`config.mk`:
```
export PLATFORM = sky130hd
export DESIGN_NAME = sd4_to_bin
export DESIGN_NICKNAME = d
export VERILOG_FILES = /design/src/rtl/sdc_pkg.sv /design/src/rtl/sdc_digit_weigh.sv /design/src/rtl/sdc_carry_weigh.sv /design/src/rtl/sdc_sum.sv /design/src/rtl/sd4_to_bin.sv
export SDC_FILE = /design/constraint.sdc
export NUM_CORES = 1
export LEC_CHECK = 0
export ABC_AREA = 0
export BUFFER_PORTS_ARGS = -buffer_cell sky130_fd_sc_hd__buf_2
export CELL_PAD_IN_SITES_DETAIL_PLACEMENT = 0
export CELL_PAD_IN_SITES_GLOBAL_PLACEMENT = 1
export CORE_MARGIN = 2
export CORE_UTILIZATION = 43
export CTS_CLUSTER_SIZE = 28
export DETAILED_ROUTE_END_ITERATION = 10
export PLACE_DENSITY = 0.79
export RECOVER_POWER = 50
export SLEW_MARGIN = 20
export SYNTH_ARGS = -nofsm -noshare
export SYNTH_HDL_FRONTEND = slang
export SYNTH_SLANG_ARGS = --single-unit
```
`constraint.sdc`:
```
create_clock -name clk -period 6.1 [get_ports clk]
set_input_delay 0.61 -clock clk [delete_from_list [all_inputs] [get_ports clk]]
set_output_delay 0.61 -clock clk [all_outputs]
set_load 0.05 [all_outputs]
```
`src/rtl/sdc_pkg.sv`:
```
package sdc_pkg;
  localparam int DIGIT_W = 3;
  localparam int CARRY_W = 2;

  // A digit field may only hold -3..+3; the pattern for -4 is outside the set.
  function automatic logic digit_is_bad(input logic [DIGIT_W-1:0] code);
    return (code == 3'b100);
  endfunction

  // A carry field may only hold -1..+1; the pattern for -2 is outside the set.
  function automatic logic carry_is_bad(input logic [CARRY_W-1:0] code);
    return (code == 2'b10);
  endfunction
endpackage

```
`src/rtl/sdc_digit_weigh.sv`:
```
module sdc_digit_weigh
  import sdc_pkg::*;
#(
  parameter int RES_W = 32,
  parameter int IDX   = 0
) (
  input  logic [DIGIT_W-1:0]     code,
  output logic signed [RES_W-1:0] term,
  output logic                    bad
);
  localparam int SHIFT = 2 * IDX;

  logic signed [RES_W-1:0] ext;

  always_comb begin
    ext  = {{(RES_W-DIGIT_W){code[DIGIT_W-1]}}, code};
    term = ext <<< SHIFT;
    bad  = digit_is_bad(code);
  end
endmodule

```
`src/rtl/sdc_carry_weigh.sv`:
```
module sdc_carry_weigh
  import sdc_pkg::*;
#(
  parameter int RES_W      = 32,
  parameter int NUM_DIGITS = 4
) (
  input  logic [CARRY_W-1:0]      code,
  output logic signed [RES_W-1:0] term,
  output logic                    bad
);
  localparam int SHIFT = 2 * NUM_DIGITS;

  logic signed [RES_W-1:0] ext;

  always_comb begin
    ext  = {{(RES_W-CARRY_W){code[CARRY_W-1]}}, code};
    term = ext <<< SHIFT;
    bad  = carry_is_bad(code);
  end
endmodule

```
`src/rtl/sdc_sum.sv`:
```
module sdc_sum #(
  parameter int RES_W = 32,
  parameter int TERMS = 5
) (
  input  logic [TERMS*RES_W-1:0]  terms,
  output logic signed [RES_W-1:0] total
);
  always_comb begin
    total = '0;
    for (int i = 0; i < TERMS; i++) begin
      total = total + $signed(terms[i*RES_W +: RES_W]);
    end
  end
endmodule

```
`src/rtl/sd4_to_bin.sv`:
```
module sd4_to_bin
  import sdc_pkg::*;
#(
  parameter int NUM_DIGITS = 4,
  parameter int RES_W      = 32
) (
  input  logic                        clk,
  input  logic                        rst_n,
  input  logic                        in_valid,
  input  logic [DIGIT_W*NUM_DIGITS-1:0] in_digits,
  input  logic [CARRY_W-1:0]          in_carry,
  output logic                        out_valid,
  output logic signed [RES_W-1:0]     out_value,
  output logic                        out_bad
);
  localparam int IN_W  = DIGIT_W * NUM_DIGITS;
  localparam int TERMS = NUM_DIGITS + 1;
  localparam int MIN_W = 2 * NUM_DIGITS + 3;

  if (RES_W < MIN_W) begin : g_width_guard
    $error("sd4_to_bin: RES_W is too narrow for NUM_DIGITS");
  end

  // Capture stage
  logic              s1_valid, s1_valid_nx;
  logic [IN_W-1:0]   s1_digits, s1_digits_nx;
  logic [CARRY_W-1:0] s1_carry, s1_carry_nx;

  always_comb begin
    s1_valid_nx  = in_valid;
    s1_digits_nx = s1_digits;
    s1_carry_nx  = s1_carry;
    if (in_valid) begin
      s1_digits_nx = in_digits;
      s1_carry_nx  = in_carry;
    end
  end

  always_ff @(posedge clk or negedge rst_n) begin
    if (!rst_n) begin
      s1_valid  <= 1'b0;
      s1_digits <= '0;
      s1_carry  <= '0;
    end else begin
      s1_valid  <= s1_valid_nx;
      s1_digits <= s1_digits_nx;
      s1_carry  <= s1_carry_nx;
    end
  end

  // Weighting and summation
  logic [TERMS*RES_W-1:0] term_bus;
  logic [TERMS-1:0]       bad_vec;
  logic signed [RES_W-1:0] sum_w;

  for (genvar g = 0; g < NUM_DIGITS; g++) begin : g_digit
    logic signed [RES_W-1:0] term_g;
    sdc_digit_weigh #(.RES_W(RES_W), .IDX(g)) u_weigh (
      .code (s1_digits[g*DIGIT_W +: DIGIT_W]),
      .term (term_g),
      .bad  (bad_vec[g])
    );
    assign term_bus[g*RES_W +: RES_W] = term_g;
  end

  logic signed [RES_W-1:0] carry_term;
  sdc_carry_weigh #(.RES_W(RES_W), .NUM_DIGITS(NUM_DIGITS)) u_carry (
    .code (s1_carry),
    .term (carry_term),
    .bad  (bad_vec[NUM_DIGITS])
  );
  assign term_bus[NUM_DIGITS*RES_W +: RES_W] = carry_term;

  sdc_sum #(.RES_W(RES_W), .TERMS(TERMS)) u_sum (
    .terms (term_bus),
    .total (sum_w)
  );

  // Result stage
  logic                    out_valid_nx, out_bad_nx;
  logic signed [RES_W-1:0] out_value_nx;

  always_comb begin
    out_valid_nx = s1_valid;
    out_value_nx = out_value;
    out_bad_nx   = out_bad;
    if (s1_valid) begin
      out_value_nx = sum_w;
      out_bad_nx   = |bad_vec;
    end
  end

  always_ff @(posedge clk or negedge rst_n) begin
    if (!rst_n) begin
      out_valid <= 1'b0;
      out_value <= '0;
      out_bad   <= 1'b0;
    end else begin
      out_valid <= out_valid_nx;
      out_value <= out_value_nx;
      out_bad   <= out_bad_nx;
    end
  end
endmodule

```
==> key figures, run 1 <==
Worst setup path
  – Slowest cell delay on critical path: between 700 and 800 ps
  – Crit path launch type: flop
  – Arrival time at the worst endpoint: ~5300 ps
  – Crit path launch: s1_digits[2]
  – Req. time, crit path: roughly 6300 ps
  – Worst r2r path cells: 15
  – Flop2flop setup slack: approximately 1000 ps
  – CP max-delay cell: fa_1
  – Reg-to-Reg Start: s1_digits[2]
  – Most common cell type on the critical path: fa_1
  – Critical Path Sink: out_value[15]
  – Worst Setup End Kind: flop
  – CP max FO: 6
  – Worst Path Buf+Inv: 3
  – FF-to-FF End: out_value[15]
  – Critical path class: reg -> reg
  – Worst path depth: 15
  – Critical path, cell by cell: inv_1 -> fa_1 -> inv_1 -> fa_1 -> and3_4 -> nor2_4 -> xnor2_1 -> fa_1 -> inv_1 -> ha_1 -> a21o_1 -> a21o_1 -> fa_1 -> fa_1 -> mux2_2
  – Worst path top cell family by delay: adder cells

Placed design
  – Placed cell area: approximately 0.0025 sq mm
  – Final HPWL DP: 2.92 mm
  – Pre-CTS setup slack: between 900 and 1000 ps
  – # port buffers: 50
  – Gpl congestion: ~0.76

Cells and area
  – Number of diodes: 0
  – # nets final: approximately 270
  – FF+latch area: just over 0.001 sq mm
  – Share of cells above drive strength 1: 0.360
  – Post-layout instance area: 0.00260 sq mm
  – Area of the multi-input gates: roughly 0.0011 sq mm
  – Layout fillers: 490
  – Syn-to-layout area delta: 15.6%

Floorplanning
  – Die Ht: about 76 um
  – Die width: 76.4 um
  – IO Count: 51
  – Row Count: 26
  – Full die area: 0.00583 sq mm
  – Starting Density: 0.444
  – Core box area: 0.00507 sq mm

Yosys
  – Post-synthesis register bit count: 41
  – Number of synthesized flops with an enable pin: 0
  – Count leader, synth: dfrtp_1
  – Sequential area share after synthesis: 0.456
  – Synth area leader: dfrtp_1
  – Synth Cell Area: around 0.0023 sq mm
  – Post-synthesis adder-cell area fraction: 0.173
  – Simple-gate portion of the synthesized area: 0.0534
  – Largest family of logic cells by synthesized area: adder cells
  – Post-synth cell types: 30
  – Mux cell area share after synthesis: 0.132
  – Post-Synth XOR/XNOR Area: 0.0434
  – Commonest cells in the netlist: dfrtp_1, mux2_2, inv_1
  – Syn_nets: between 200 and 250
  – Synth top area share: 0.456
  – Mapped Cells: approximately 180
  – Top cells by area, synth: dfrtp_1, mux2_2, fa_1
  – Async SR Flop Fraction: 1.00
  – Post-synthesis compound-gate area fraction: 0.0800
  – Avg Inst Size Synth: 12.6 sq um
  – Ys flop type: dfrtp_1
  – Ys Warns: 0

Timing
  – Worst clock skew: roughly 5.3 ps
  – Final Hold Viols: 0
  – Max Slew Vio Count: between 40 and 50
  – Setup ws final: 1030 ps
  – Relative slew slack: -0.424
  – Fin crit period: 5070 ps
  – Crit share post-route: 0.831
  – Final Setup Violations: 0
  – RSZ-0062 raised after global routing: no
  – Fmax: roughly 200 MHz
  – Slew @ Worst Pin: ~2100 ps
  – Fin Setup TNS: 0 ps

Detailed routing
  – Drt wl/cell: approximately 13 um
  – Drt total wl: between 3 and 4 mm
  – Vias per cell: 4.66
  – DRC viols: 0
  – Starting DRT DRC Count: 74
  – Vias: roughly 1400
  – Routed Antenna Nets: 0
  – Router iterations before antenna repair: 4

GRT
  – Initial antenna violation count: 0
  – First-pass GRT wire length: 6.91 mm
  – Overall Global Routing Usage: 0.148
  – Vias in the first global route: 1420
  – Global route overflow: 0
  – Largest net degree at the start of global routing: 42

Clocking
  – Clk_lat worst skew: ~300 ps
  – # H-tree levels: 2
  – CTS tree: built
  – Num CTS Buffers: 5
  – Gates resized, CTS repair: 0
  – Hold-fix buffers, CTS: 0
  – Setup bufs post-CTS: 0
  – Root Buffer: clkbuf_8
  – Sink Count: 41
  – Clock Tree Buf Depth: 2
  – Clock slew at reported path FFs: about 80 ps

Hold path
  – Hold WC Path Type: reg -> reg
  – Hold path startpoint: out_value[17]

Status
  – Failing checks: max-capacitance violations, max-slew violations
  – Status: complete, but fails checks

Flow run
  – Max cap viols: 1
## state kept, by name (all words and copies together), names as in the netlist
register and count:
out_value 24, s1_carry 2, out_valid 1, out_valid_nx 1, s1_digits 12, out_bad 1
## per-stage QoR
stage | instances | hold WS (ps) | util
after detailed placement | 287 | 471 | 0.495
final | 295 | 486 | 0.513
after global routing | 295 | 505 | 0.513
after CTS | 295 | 475 | 0.513
after global placement | 287 | 467 | 0.495
after floorplan | 179 | 314 | -
## how the worst min path moves through the flow
stage	slack [ps]	to	depth (start not counted)
finish	490	out_value[17]	1
global route	510	out_value[17]	1
CTS	470	s1_digits[1]	1
detailed placement	470	out_value[17]	1
global placement	470	out_value[25]	1
floorplan	310	out_bad	0
## cells by family after synthesis
| kind of cell | after synthesis |
|---|---|
| DFF | 41 |
| muxes | 27 |
| AOI/OAI and AO/OA | 28 |
| and+or+nand+nor | 23 |
| buffers and inverters | 28 |
| adders and majority gates | 24 |
| xor gates and xnor gates | 8 |
## final cells by class
cell class / count / area share
well taps: 70 / 0.0337
clock inverters: 3 / 0.00865
repair buffers: 51 / 0.0981
clock buffers: 5 / 0.0264
inverters: 15 / 0.0216
flip-flops and latches: 41 / 0.394
multi-input cells: 110 / 0.417
## placed cells by master (no fill, tap or decap), types with 3 or more instances in the layout
cell type / netlist / final
a21o_1: 6 / 6
a21oi_1: 7 / 7
buf_2: 3 / 48
clkbuf_8: 0 / 5
clkinvlp_4: 0 / 3
dfrtp_1: 41 / 41
fa_1: 12 / 12
ha_1: 12 / 12
inv_1: 15 / 15
mux2_2: 22 / 22
mux2i_1: 5 / 5
nand2_1: 8 / 8
nor2_1: 7 / 7
nor3b_1: 3 / 3
o21ai_0: 6 / 6
xnor2_1: 5 / 5
## metal layers
layer / GRT usage / up-vias / share of wire / wire length, um
met5: 0 / - / 0 / 0
met4: 0.0545 / 0 / 0.017 / 65
met3: 0.0486 / 5 / 0.060 / 232
met2: 0.202 / 29 / 0.42 / 1650
met1: 0.220 / 655 / 0.50 / 1940
li1: - / 687 / - / -
Power of run 1 is not shown: default switching activity piles up to over one toggle a cycle in this logic, so the estimate is an artifact.
==> run 2, diff against run 1 <==
==> constraint.sdc (replaced) <==
create_clock -name clk -period 5.3 [get_ports clk]
set_input_delay 0.53 -clock clk [delete_from_list [all_inputs] [get_ports clk]]
set_output_delay 0.53 -clock clk [all_outputs]
set_load 0.05 [all_outputs]
==> run 2 against run 1 <==
Die area unchanged. Via count up 1.0%. Sequential cell count unchanged. Final cell count up 0.34%. Critical path depth unchanged. Utilization about the same. Non-clock buffer count up 1. Sequential share of layout area about the same. The flow still finishes with violations (max-capacitance violations, max-slew violations). Clock-buffer cell count unchanged. Setup slack worse by 430 ps. Final area about the same. Maximum frequency up 7.9%. Highest routed layer unchanged.
==> key figures, run 2 (synthesized netlist as in run 1, its figures left out) <==
Floorplanning
  – Full die area: 0.00583 sq mm
  – Starting Density: 0.444
  – Die Ht: 76.4 um
  – Die width: around 76 um
  – Core box area: roughly 0.005 sq mm
  – Row Count: 26
  – IO Count: roughly 50

Clocking
  – Setup bufs post-CTS: 0
  – CTS tree: built
  – # H-tree levels: 2
  – Clock slew at reported path FFs: ~80 ps
  – Root Buffer: clkbuf_8
  – Num CTS Buffers: 5
  – Hold-fix buffers, CTS: 0
  – Sink Count: between 40 and 50
  – Clk_lat worst skew: about 300 ps
  – Gates resized, CTS repair: 0
  – Clock Tree Buf Depth: 2

Timing
  – Final Setup Violations: 0
  – RSZ-0062 raised after global routing: no
  – Worst clock skew: 8.08 ps
  – Crit share post-route: 0.887
  – Fin Setup TNS: 0 ps
  – Max Slew Vio Count: between 40 and 50
  – Slew @ Worst Pin: approximately 2100 ps
  – Fin crit period: around 4700 ps
  – WHS: between 400 and 500 ps
  – Fmax: between 200 and 250 MHz
  – Relative slew slack: -0.407
  – Final Hold Viols: 0

Worst setup path
  – Worst r2r path cells: 15
  – CP max-delay cell: fa_1
  – Req. time, crit path: 5480 ps
  – FF-to-FF End: out_value[15]
  – Crit path launch type: flop
  – Reg-to-Reg Start: s1_digits[2]
  – Critical path class: reg -> reg
  – Flop2flop setup slack: roughly 600 ps
  – Critical path, cell by cell: inv_1 -> fa_1 -> inv_1 -> fa_1 -> and3_4 -> nor2_4 -> xnor2_1 -> fa_1 -> inv_1 -> ha_1 -> a21o_1 -> a21o_1 -> fa_1 -> fa_1 -> mux2_2
  – Crit path launch: s1_digits[2]
  – CP max FO: 6
  – Worst path top cell family by delay: adder cells
  – Arrival time at the worst endpoint: between 4000 and 5000 ps
  – Worst Setup End Kind: flop
  – Most common cell type on the critical path: fa_1
  – Slowest cell delay on critical path: around 530 ps
  – Worst Path Buf+Inv: 3

Flow run
  – Max cap viols: 1

Status
  – Status: complete, but fails checks
  – Failing checks: max-capacitance violations, max-slew violations

Hold path
  – Hold path endpoint: s1_digits[6]
  – Worst hold stages: 3
  – Hold path startpoint: in_digits[6]
  – Hold WC Path Type: in -> reg

Cells and area
  – Post-route insts no fill: ~300
  – Commonest non-fill, non-tap cells in the layout: buf_2, dfrtp_1, mux2_2
  – Commonest non-fill, non-tap cell in the layout: buf_2
  – Share of cells above drive strength 1: 0.363
  – Number of diodes: 0
  – Top flop regs: out_value (24), s1_digits (12), s1_carry (2)
  – Most flops, register: out_value
  – Largest register FFs: 24
  – Post-layout instance area: 0.00261 sq mm
  – # nets final: about 270
  – Syn-to-layout area delta: 15.7%

Detailed routing
  – Drt total wl: roughly 3.8 mm
  – Drt wl/cell: roughly 13 um
  – Routed Antenna Nets: 0
  – DRC viols: 0
  – Starting DRT DRC Count: 64
  – Vias per cell: about 4.7
  – Router iterations before antenna repair: 4
  – Vias: around 1400

GRT
  – Vias in the first global route: 1425
  – Largest net degree at the start of global routing: 42
  – Overall Global Routing Usage: 0.153
  – First-pass GRT wire length: just under 7 mm
  – Initial antenna violation count: 0
  – Global route overflow: 0

Placed design
  – Placed cell area: approximately 0.0025 sq mm
  – # port buffers: 50
  – Gpl congestion: about 0.74
  – Final HPWL DP: between 2 and 3 mm
  – Cell Count Post-Placement: around 290
==> run 2: cell count changes in the layout (fill, tap and decap cells not counted) <==
cell        change
clkinvlp_4      -2
buf_4           +1
clkinv_2        +2
==> run 2: final cells by class <==
cell class,count,area (sq um)
inverter,15,56.3
tap,70,87.6
multi-input combinational,110,1090
sequential,41,1030
timing repair buffer,52,263
clock inverter,3,17.5
fill,487,2470
clock buffer,5,68.8
==> run 2: metrics by stage <==
step / worst slack [ps] / utilization
2_1_floorplan: 473 / -
3_3_place_gp: 644 / 0.497
3_5_place_dp: 582 / 0.497
4_1_cts: 579 / 0.514
5_1_grt: 297 / 0.513
6_report: 600 / 0.513
==> run 2: layer usage <==
| metal | global-route usage | share of wire | routed length (um) | up-vias |
|---|---|---|---|---|
| met5 | 0 | 0 | 0 | - |
| met2 | 0.211 | 0.43 | 1650 | 31 |
| met4 | 0.0600 | 0.019 | 72 | 0 |
| li1 | - | - | - | 689 |
| met1 | 0.221 | 0.50 | 1920 | 663 |
| met3 | 0.0521 | 0.054 | 206 | 7 |
==> run 2: worst register-to-register path, stage by stage (launching register included) <==
cell,delay [ps]
dfrtp_1,480
inv_1,110
fa_1,530
inv_1,60
fa_1,450
and3_4,220
nor2_4,180
xnor2_1,110
fa_1,510
inv_1,90
ha_1,340
a21o_1,200
a21o_1,220
fa_1,380
fa_1,430
mux2_2,270
==> run 2: worst max path at each step <==
stage / end / cells past startpoint
final: out_value[15] / 15
after global routing: out_value[15] / 15
after CTS: out_value[15] / 15
after detailed placement: out_value[15] / 15
after global placement: out_value[15] / 15
after floorplan: out_value[15] / 15
Power of run 2 is left out for the same reason.
==> run 3, diff against run 2 <==
--- a/config.mk
+++ b/config.mk
@@ -9,6 +9,7 @@
 export BUFFER_PORTS_ARGS = -buffer_cell sky130_fd_sc_hd__buf_2
 export CELL_PAD_IN_SITES_DETAIL_PLACEMENT = 0
 export CELL_PAD_IN_SITES_GLOBAL_PLACEMENT = 1
+export CORE_ASPECT_RATIO = 1.2
 export CORE_MARGIN = 2
 export CORE_UTILIZATION = 43
 export CTS_CLUSTER_SIZE = 28
==> run 3 against run 2 <==
The flow still finishes with violations (max-capacitance violations, max-slew violations). Hold slack better by 17 ps. Setup slack worse by 25 ps. First-iteration DRC count is 22% lower. Largest cell class unchanged. Highest routed layer unchanged.
==> key figures, run 3 (synthesized netlist as in run 1, its figures left out) <==
Timing
  – RSZ-0062 raised after global routing: no
  – Final Hold Viols: 0
  – Crit share post-route: 0.892
  – WHS: 452 ps
  – Fin Setup TNS: 0 ps
  – Max Slew Vio Count: 75
  – Setup ws final: 575 ps
  – Relative slew slack: -0.425
  – Fmax: around 210 MHz
  – Slew @ Worst Pin: around 2100 ps
  – Final Setup Violations: 0
  – Fin crit period: roughly 4700 ps
  – Worst clock skew: 5.12 ps

Clocking
  – Root Buffer: clkbuf_8
  – Num CTS Buffers: 5
  – Gates resized, CTS repair: 0
  – Hold-fix buffers, CTS: 0
  – Clock slew at reported path FFs: about 80 ps
  – CTS tree: built
  – # H-tree levels: 2
  – Setup bufs post-CTS: 0
  – Clk_lat worst skew: around 290 ps
  – Sink Count: between 40 and 50
  – Clock Tree Buf Depth: 2

Detailed routing
  – Vias: between 1000 and 1500
  – DRC viols: 0
  – Vias per cell: slightly below 5
  – Starting DRT DRC Count: 50
  – Drt wl/cell: 13.2 um
  – Router iterations before antenna repair: 4
  – Routed Antenna Nets: 0
  – Drt total wl: roughly 3.8 mm

Placed design
  – Cell Count Post-Placement: roughly 280
  – Final HPWL DP: a little under 3 mm
  – Gpl congestion: a little under 0.8
  – Pre-CTS setup slack: 537 ps
  – # port buffers: 50

Cells and area
  – Layout fillers: between 400 and 500
  – Most flops, register: out_value
  – Area of the multi-input gates: approximately 0.0011 sq mm
  – Commonest non-fill, non-tap cells in the layout: buf_2, dfrtp_1, mux2_2
  – Largest register FFs: 24
  – Commonest non-fill, non-tap cell in the layout: buf_2
  – Syn-to-layout area delta: 15.7%
  – # nets final: roughly 270
  – FF+latch area: ~0.001 sq mm
  – Share of cells above drive strength 1: 0.358
  – Top flop regs: out_value (24), s1_digits (12), s1_carry (2)
  – Post-route insts no fill: about 290
  – Number of diodes: 0

GRT
  – Largest net degree at the start of global routing: 42
  – Initial antenna violation count: 0
  – Vias in the first global route: around 1500
  – First-pass GRT wire length: roughly 6.5 mm
  – Overall Global Routing Usage: 0.141
  – Global route overflow: 0

Floorplanning
  – Die width: between 70 and 80 um
  – Core box area: roughly 0.0050 sq mm
  – IO Count: 51
  – Row Count: 28
  – Starting Density: 0.452
  – Full die area: roughly 0.0058 sq mm
  – Die Ht: about 83 um

Status
  – Status: complete, but fails checks
  – Failing checks: max-capacitance violations, max-slew violations

Worst setup path
  – Crit path launch: s1_digits[2]
  – Most common cell type on the critical path: fa_1
  – CP max-delay cell: fa_1
  – Reg-to-Reg Start: s1_digits[2]
  – Crit path launch type: flop
  – Worst Setup End Kind: flop
  – Arrival time at the worst endpoint: ~4900 ps
  – Critical path class: reg -> reg
  – Req. time, crit path: around 5500 ps
  – Slowest cell delay on critical path: about 540 ps
  – CP max FO: 6
  – Critical path, cell by cell: inv_1 -> fa_1 -> inv_1 -> fa_1 -> and3_4 -> nor2_4 -> xnor2_1 -> fa_1 -> inv_1 -> ha_1 -> a21o_1 -> a21o_1 -> fa_1 -> fa_1 -> mux2_2
  – Worst Path Buf+Inv: 3
  – Worst path top cell family by delay: adder cells

Hold path
  – Hold path startpoint: in_digits[6]
  – Hold WC Path Type: in -> reg

Flow run
  – Max cap viols: 2
[run 3: stage by stage]
step,util,area [sq um]
after floorplan,-,2250
after global routing,0.523,2600
after CTS,0.525,2610
after global placement,0.504,2510
after detailed placement,0.504,2510
final,0.523,2600
[run 3: worst paths after layout]
path / end / slack, ps / cells after the start
worst max-delay path: out_value[15] / 570 / 15
worst min-delay path: s1_digits[6] / 450 / 3
worst max register to register: out_value[15] / 570 / 15
worst min register to register: out_value[25] / 470 / 1
max in group asynchronous: s1_carry[0] / 3220 / 1
min in group asynchronous: out_value[10] / 860 / 1
[run 3: cell type report]
type | instances | share of cell area
well taps | 60 | 0.0288
multi-input cells | 110 | 0.417
repair buffers | 52 | 0.0995
clock buffers | 7 | 0.0370
clock inverters | 1 | 0.00192
inverters | 15 | 0.0216
flip-flops and latches | 41 | 0.394
[run 3: worst reg2reg max path, cell delays in order (launching register included)]
cell and delay [ps]:
dfrtp_1 490, inv_1 130, fa_1 540, inv_1 70, fa_1 460, and3_4 220, nor2_4 180, xnor2_1 110
fa_1 510, inv_1 90, ha_1 340, a21o_1 200, a21o_1 220, fa_1 390, fa_1 430, mux2_2 270
[run 3: per-layer routing]
metal | part of all wire | routed length (um) | vias to the layer above | GRT usage
met5 | 0 | 0 | - | 0
met4 | 0.018 | 69 | 0 | 0.0524
met3 | 0.047 | 175 | 6 | 0.0352
met2 | 0.51 | 1930 | 32 | 0.240
met1 | 0.42 | 1580 | 679 | 0.171
li1 | - | - | 688 | -
Power of run 3 is left out for the same reason.
